`config.mk`:
```
export PLATFORM = sky130hd
export DESIGN_NAME = snoop_push_ctrl
export DESIGN_NICKNAME = d
export VERILOG_FILES = /design/src/rtl/snoop_push_pkg.sv /design/src/rtl/snoop_slot_timer.sv /design/src/rtl/snoop_push_entry.sv /design/src/rtl/snoop_supply_queue.sv /design/src/rtl/snoop_push_ctrl.sv
export SDC_FILE = /design/constraint.sdc
export NUM_CORES = 1
export LEC_CHECK = 0
export BUFFER_PORTS_ARGS = -buffer_cell sky130_fd_sc_hd__buf_4
export CAP_MARGIN = 10
export CORE_MARGIN = 2
export CORE_UTILIZATION = 50
export CTS_CLUSTER_DIAMETER = 50
export DETAILED_ROUTE_END_ITERATION = 8
export PLACE_DENSITY = 0.89
export SYNTH_ARGS = -nofsm -noshare
export SYNTH_HDL_FRONTEND = slang
export SYNTH_SLANG_ARGS = --single-unit
```
`constraint.sdc`:
```
create_clock -name clk -period 2.7 [get_ports clk]
set_input_delay 0.27 -clock clk [delete_from_list [all_inputs] [get_ports clk]]
set_output_delay 0.27 -clock clk [all_outputs]
set_load 0.01 [all_outputs]
```
`src/rtl/snoop_push_pkg.sv`:
```
package snoop_push_pkg;

  typedef enum logic [1:0] {
    LS_INV = 2'b00,
    LS_SHR = 2'b01,
    LS_EXC = 2'b10,
    LS_MOD = 2'b11
  } line_st_t;

  typedef enum logic [1:0] {
    PS_IDLE   = 2'b00,
    PS_PEND   = 2'b01,
    PS_ISSUED = 2'b10
  } push_st_t;

  // Snoop answered with a hit indication (extended mode, any valid line).
  function automatic logic drives_hit(input logic ext, input line_st_t st);
    return ext && (st != LS_INV);
  endfunction

  // Dirty line that must be written back via a slot push.
  function automatic logic needs_push(input logic ext, input line_st_t st,
                                      input logic artry);
    return (st == LS_MOD) && (!ext || artry);
  endfunction

  // Cache-to-cache supply survives only without a coincident retry.
  function automatic logic queues_supply(input logic ext, input line_st_t st,
                                         input logic artry);
    return ext && (st != LS_INV) && !artry;
  endfunction

endpackage

```
`src/rtl/snoop_slot_timer.sv`:
```
module snoop_slot_timer #(
  parameter int DELAY = 2
) (
  input  logic clk,
  input  logic rst,
  input  logic retried_ack,
  output logic slot
);
  logic [DELAY-1:0] hist;

  always_ff @(posedge clk) begin
    if (rst) hist <= '0;
    else     hist <= {hist[DELAY-2:0], retried_ack};
  end

  assign slot = hist[DELAY-1];
endmodule

```
`src/rtl/snoop_push_entry.sv`:
```
module snoop_push_entry
  import snoop_push_pkg::*;
#(
  parameter int AW = 32
) (
  input  logic          clk,
  input  logic          rst,
  input  logic          sched,
  input  logic [AW-1:0] sched_addr,
  input  logic          slot,
  input  logic          done,
  output logic          br,
  output logic          req,
  output logic [AW-1:0] addr
);
  push_st_t st_q;
  logic [AW-1:0] addr_q;

  always_ff @(posedge clk) begin
    if (rst) begin
      st_q   <= PS_IDLE;
      addr_q <= '0;
    end else begin
      unique case (st_q)
        PS_IDLE: if (sched) begin
          st_q   <= PS_PEND;
          addr_q <= sched_addr;
        end
        PS_PEND:   if (slot) st_q <= PS_ISSUED;
        PS_ISSUED: if (done) st_q <= PS_IDLE;
        default:   st_q <= PS_IDLE;
      endcase
    end
  end

  assign br   = slot && (st_q == PS_PEND);
  assign req  = (st_q == PS_ISSUED);
  assign addr = addr_q;
endmodule

```
`src/rtl/snoop_supply_queue.sv`:
```
module snoop_supply_queue #(
  parameter int AW = 32
) (
  input  logic          clk,
  input  logic          rst,
  input  logic          enq,
  input  logic [AW-1:0] enq_addr,
  input  logic          done,
  output logic          req,
  output logic [AW-1:0] addr
);
  logic          vld_q;
  logic [AW-1:0] addr_q;

  always_ff @(posedge clk) begin
    if (rst) begin
      vld_q  <= 1'b0;
      addr_q <= '0;
    end else if (vld_q) begin
      if (done) vld_q <= 1'b0;
    end else if (enq) begin
      vld_q  <= 1'b1;
      addr_q <= enq_addr;
    end
  end

  assign req  = vld_q;
  assign addr = addr_q;
endmodule

```
`src/rtl/snoop_push_ctrl.sv`:
```
module snoop_push_ctrl
  import snoop_push_pkg::*;
#(
  parameter int AW         = 32,
  parameter int LINE_BYTES = 32,
  parameter int SLOT_DELAY = 2
) (
  input  logic          clk,
  input  logic          rst,
  input  logic          snp_valid,
  input  logic [1:0]    snp_state,
  input  logic [AW-1:0] snp_addr,
  input  logic          ext_mode,
  input  logic          bus_aack,
  input  logic          bus_artry,
  input  logic          push_done,
  input  logic          dwr_done,
  output logic          hit_o,
  output logic          br_o,
  output logic          push_req,
  output logic [AW-1:0] push_addr,
  output logic          dwr_req,
  output logic [AW-1:0] dwr_addr
);
  localparam int OFF_BITS = $clog2(LINE_BYTES);
  localparam logic [AW-1:0] ALIGN_MASK = {AW{1'b1}} << OFF_BITS;

  function automatic logic [AW-1:0] blk_align(input logic [AW-1:0] a);
    return a & ALIGN_MASK;
  endfunction

  line_st_t      st_in;
  logic          retried_ack;
  logic          slot;
  logic          sched_push;
  logic          enq_supply;
  logic [AW-1:0] aligned_addr;

  assign st_in        = line_st_t'(snp_state);
  assign retried_ack  = bus_aack && bus_artry;
  assign sched_push   = snp_valid && needs_push(ext_mode, st_in, bus_artry);
  assign enq_supply   = snp_valid && queues_supply(ext_mode, st_in, bus_artry);
  assign aligned_addr = blk_align(snp_addr);
  assign hit_o        = snp_valid && drives_hit(ext_mode, st_in);

  snoop_slot_timer #(.DELAY(SLOT_DELAY)) u_slot (
    .clk         (clk),
    .rst         (rst),
    .retried_ack (retried_ack),
    .slot        (slot)
  );

  snoop_push_entry #(.AW(AW)) u_push (
    .clk        (clk),
    .rst        (rst),
    .sched      (sched_push),
    .sched_addr (aligned_addr),
    .slot       (slot),
    .done       (push_done),
    .br         (br_o),
    .req        (push_req),
    .addr       (push_addr)
  );

  snoop_supply_queue #(.AW(AW)) u_supply (
    .clk      (clk),
    .rst      (rst),
    .enq      (enq_supply),
    .enq_addr (aligned_addr),
    .done     (dwr_done),
    .req      (dwr_req),
    .addr     (dwr_addr)
  );
endmodule

```
# Yosys cells after proc, flatten, opt, wreduce, memory -nomap -nowiden
# Cells that the tools add are included.
[totals]
input_bits = 42
ff_bits = 59
[op_classes]
n_bitwise = 1
muxes = 7
n_reduce_logical = 16
n_eq_ne = 6
[ops]
columns = ["operator", "n"]
rows = [
  ["1-bit logical AND", 8],
  ["2-bit 2-to-1 mux", 3],
  ["2-bit != test (second input constant)", 3],
  ["2-bit one-hot mux with 3 select lines", 1],
  ["2-bit == test (second input constant)", 2],
  ["2-bit AND reduction", 2],
  ["1-bit 2-to-1 mux", 3],
  ["3-bit AND reduction", 1],
  ["2-bit by 1-bit == test with 1-bit output (second input constant)", 1],
  ["1-bit zero test", 2],
  ["2-bit zero test", 1],
  ["2-bit nonzero test", 1],
  ["1-bit logical OR", 1],
  ["1-bit NOT", 1],
]

# Depth between registers and ports, before layout
[logic_depth]
depth_word = 6
mapped_depth = 5
depth_no_buf = 3

# By module
# From an unflattened synthesis, not the netlist that was laid out.
[hier_totals]
cells_unflattened = 308
hier_area_um2 = 3265.6
[by_module_without_submodules]
columns = ["module", "area_per_inst_um2", "n_inst", "seq_area_each_um2", "cells_per_inst"]
rows = [
  ["snoop_supply_queue", 1614.0, 1, 660.6, 148],
  ["snoop_push_entry", 1559.0, 1, 680.7, 149],
  ["snoop_slot_timer", 52.6, 1, 40.0, 4],
  ["snoop_push_ctrl", 40.0, 1, 0.0, 7],
]

# Least setup slack after synthesis
# OpenSTA, ideal clock, no wires.
[synth_timing]
kind = "flip-flop to flip-flop"
startpoint = "register u_push.st_q[0]"
endpoint = "register u_push.addr_q[11] (netlist: u_push.addr[11])"
t_required_ns = 2.628
arrival_time_ns = 1.186
path_slack_ns = 1.443
setup_time_ns = 0.072
stages_incl_launch_ff = 6
n_path_buf = 2
period_less_slack_ns = 1.257
path_cell_list = "dfxtp_1 and4bb_1 and3_1 buf_6 buf_6 mux2i_1"
[synth_via]
elab_chain_cells = 2
[synth_rtl]
columns = ["element", "line_no", "source"]
rows = [
  ["start: declaration", "snoop_push_entry.sv:16", "push_st_t st_q;"],
  ["start signal: assignment", "snoop_push_entry.sv:21", "st_q <= PS_IDLE;"],
  ["start signal: assignment", "snoop_push_entry.sv:26", "st_q <= PS_PEND;"],
  ["start signal: assignment", "snoop_push_entry.sv:29", "PS_PEND: if (slot) st_q <= PS_ISSUED;"],
  ["2-bit zero test", "snoop_push_entry.sv:24", "unique case (st_q)"],
  ["2-bit AND reduction (no source line)", "n/a", ""],
  ["end signal: assignment", "snoop_push_entry.sv:27", "addr_q <= sched_addr;"],
  ["end: declaration", "snoop_push_entry.sv:17", "logic [AW-1:0] addr_q;"],
]
# Every way passes these cells.
# A chain may end at the register's enable or synchronous reset.

# Final worst setup path
[layout_timing]
startpoint = "register u_push.st_q[0]"
endpoint = "register u_push.addr_q[19] (netlist: u_push.addr[19])"
# The elaborated chain is that of the path after synthesis.

==> impl_metrics.py <==
metrics = {
    "floorplanning": {
        "die_area_um2": 5700,
        "start_util_pct": 51.0,
        "core_um2": 5010,
        "die_w_um": 75.5,
        "rows": 26,
        "die_y_um": 75.5,
        "io_pins": 110,
    },
    "yosys": {
        "ys_ff_latch": 59,
        "ys_warn_count": 0,
        "ys_types": 23,
        "synth_top_area_share_pct": 46.2,
        "synth_flop_cell": "dfxtp_1",
        "yosys.area.top_type": "dfxtp_1",
        "synth_area_um2": 2550,
        "yosysMostFrequentCell": "nand2b_1",
        "synthTopCellsByCount": "nand2b_1 (83), dfxtp_1 (59), mux2i_1 (54)",
        "synthTopCellsByArea": "dfxtp_1 (46%), mux2i_1 (21%), nand2b_1 (20%)",
        "syn_area_per_cell_um2": 10.6,
        "async_flop_share_pct": 0,
        "synthCells": 240,
        "synth_edf_count": 0,
        "synth-seq-area-share_pct": 46.2,
    },
    "timing": {
        "fin_setup_tns_ps": 0,
        "setup_ws_ps": 985,
        "worst_slew_pin_slew_ps": 705,
        "setup_viol": 0,
        "whs_ps": 165,
        "fin_worst_skew_ps": 7.75,
        "slew_headroom_pct": 53.0,
        "fin_crit_ps": 1710,
        "fin_crit_sh_pct": 63.5,
        "rsz0062_at_grt": "false",
        "final_hold_viol_count": 0,
        "fmax_ghz": 0.583,
        "maxSlewViolCount": 0,
    },
    "grt": {
        "grt_pass1_wl_um": 7620,
        "antenna_found_initial": 0,
        "globalRouteTotalUtil_pct": 17.7,
        "grt_max_degree": 87,
        "grt_pass1_vias": 1743,
        "overflow": 0,
    },
    "detailed_routing": {
        "wl_per_cell_um": 12.8,
        "ant_nets": 0,
        "dr.pass1.iters": 4,
        "initialDrtViolationCount": 93,
        "vias_per_cell": 4.68,
        "finalWirelength_um": 5190,
        "drc": 0,
        "vias": 1901,
    },
    "setup_path": {
        "max_stage_delay_ps": 550,
        "critPathArrivalTime_ps": 1970,
        "crit_type": "flip-flop to flip-flop",
        "crit_buf_inv": 1,
        "worstPathCellList": "and4bb_1 -> and3_1 -> buf_12 -> mux2i_1",
        "cpMaxStageDelayCell": "and3_1",
        "cp-end-kind": "flip-flop",
        "start_kind": "flip-flop",
        "critPathTopFamily": "simple AND/OR/NAND/NOR gates",
        "worstPathMaxFanout": 17,
        "worstPathRequired_ps": 2950,
    },
    "final_layout": {
        "finalNonFillerCells": 406,
        "areaGrowthSynthToFinish_pct": 34.0,
        "stdcell_area_um2": 3420,
        "final_util_pct": 68.4,
        "fin_nets": 373,
        "drive_gt1_share_pct": 33.3,
        "diodes": 0,
    },
    "power_and_ir_drop": {
        "leakage_nw": 1.63,
        "p_int_mw": 1.53,
        "vdd_drop_max_mv": 0.355,
        "p_sw_mw": 0.435,
        "clkPwrFrac_pct": 43.3,
        "sw_frac_of_total_pct": 22.2,
        "power_density_nw_per_um2": 573,
        "p_total_mw": 1.96,
        "pwr-share-comb_pct": 10.3,
        "seqPwrFrac_pct": 46.4,
    },
    "clock_network": {
        "cts_inserted_buffers": 9,
        "cts_tree": "done",
        "cts_setup_buffers": 0,
        "cts_resized": 0,
        "ctsLongestPathBuffers": 2,
        "htreeDepth": 3,
        "clock_sinks": 59,
        "root_buffer": "clkbuf_8",
        "clkTransAtPathRegs_ps": 70,
        "clk_latency_ps": 320,
        "hold_buffers": 0,
    },
    "place": {
        "dp_cells": 390,
        "post-dp-hpwl_um": 3630,
        "routabilityCongestion": 0.692,
        "port_buffers": 94,
        "post-place-ws_ps": 796,
        "placed_area_um2": 3220,
    },
    "job": {
        "cap_violations": 0,
    },
    "run_status": {
        "run_status": "finished clean",
    },
    "worst_hold_path": {
        "hold_class": "input pin to flip-flop",
    },
}
==> sequential cells by signal, summed over array words and instances (netlist names) <==
register / count
u_push.addr: 27
u_push.st_q: 2
u_slot.hist: 2
u_supply.addr: 27
u_supply.req: 1
==> power groups by stage <==
| stage | sequential, mW | clock [mW] | combinational (mW) |
|---|---|---|---|
| after global placement | 0.930 | 0 | 0.198 |
| after detailed placement | 0.931 | 0 | 0.203 |
| after global routing | 0.914 | 0.901 | 0.220 |
| after floorplan | 0.941 | 0 | 0.113 |
| final | 0.912 | 0.850 | 0.202 |
| after CTS | 0.911 | 0.865 | 0.203 |
==> path summary, 6_finish.rpt <==
check,to,cells past startpoint,from,slack [ps]
setup / recovery,u_push.addr[19]$_SDFFE_PP0P_,4,u_push.st_q[0]$_SDFFE_PP0P_,990
hold / removal,u_slot.hist[0]$_SDFF_PP0_,3,bus_aack,160
setup reg to reg,u_push.addr[19]$_SDFFE_PP0P_,4,u_push.st_q[0]$_SDFFE_PP0P_,990
hold reg to reg,u_push.addr[24]$_SDFFE_PP0P_,2,u_push.addr[24]$_SDFFE_PP0P_,480
==> cells by family (layout without fill, tap and decap cells) <==
family | after synthesis | after routing | synth area share [%]
AOI/OAI and AO/OA | 3 | 3 | 0.979
muxes | 54 | 54 | 21.2
buffers and inverters | 26 | 113 | 7.74
and+or+nand+nor | 97 | 97 | 23.8
DFF | 59 | 59 | 46.2
other | 1 | 10 | 0.147
==> routing by layer <==
| layer | global-route usage [%] | wire length (um) | vias to the layer above |
|---|---|---|---|
| met5 | 0 | 0 | - |
| met4 | 8.19 | 89 | 0 |
| met3 | 4.89 | 237 | 9 |
| met2 | 31.0 | 2560 | 58 |
| met1 | 20.0 | 2310 | 885 |
| li1 | - | - | 949 |
==> worst reg2reg max path, stage by stage (launching register included) <==
cell and delay, ps:
dfxtp_1 340, and4bb_1 290, and3_1 550, buf_12 270, mux2i_1 210
==> cell usage in the layout (no fill, tap or decap), types with 2 or more instances in the layout <==
cell | Yosys | final
dfxtp_1 | 59 | 59
mux2i_1 | 54 | 54
nor2_1 | 3 | 3
nand2b_1 | 83 | 83
nor2b_1 | 2 | 2
clkbuf_8 | 0 | 9
conb_1 | 1 | 10
buf_4 | 10 | 95
clkbuf_1 | 9 | 2
bufinv_16 | 0 | 2
clkinv_2 | 0 | 2
==> area by class of cell <==
class	count	area [um^2]
Clock buffer	11	131
Clock inverter	5	77.6
Fill cell	424	1590
Inverter	1	3.75
Multi-Input combinational cell	164	1210
Sequential cell	59	1180
Tap cell	70	87.6
Timing Repair Buffer	96	733
No activity file was read; power rests on OpenSTA's default activity.
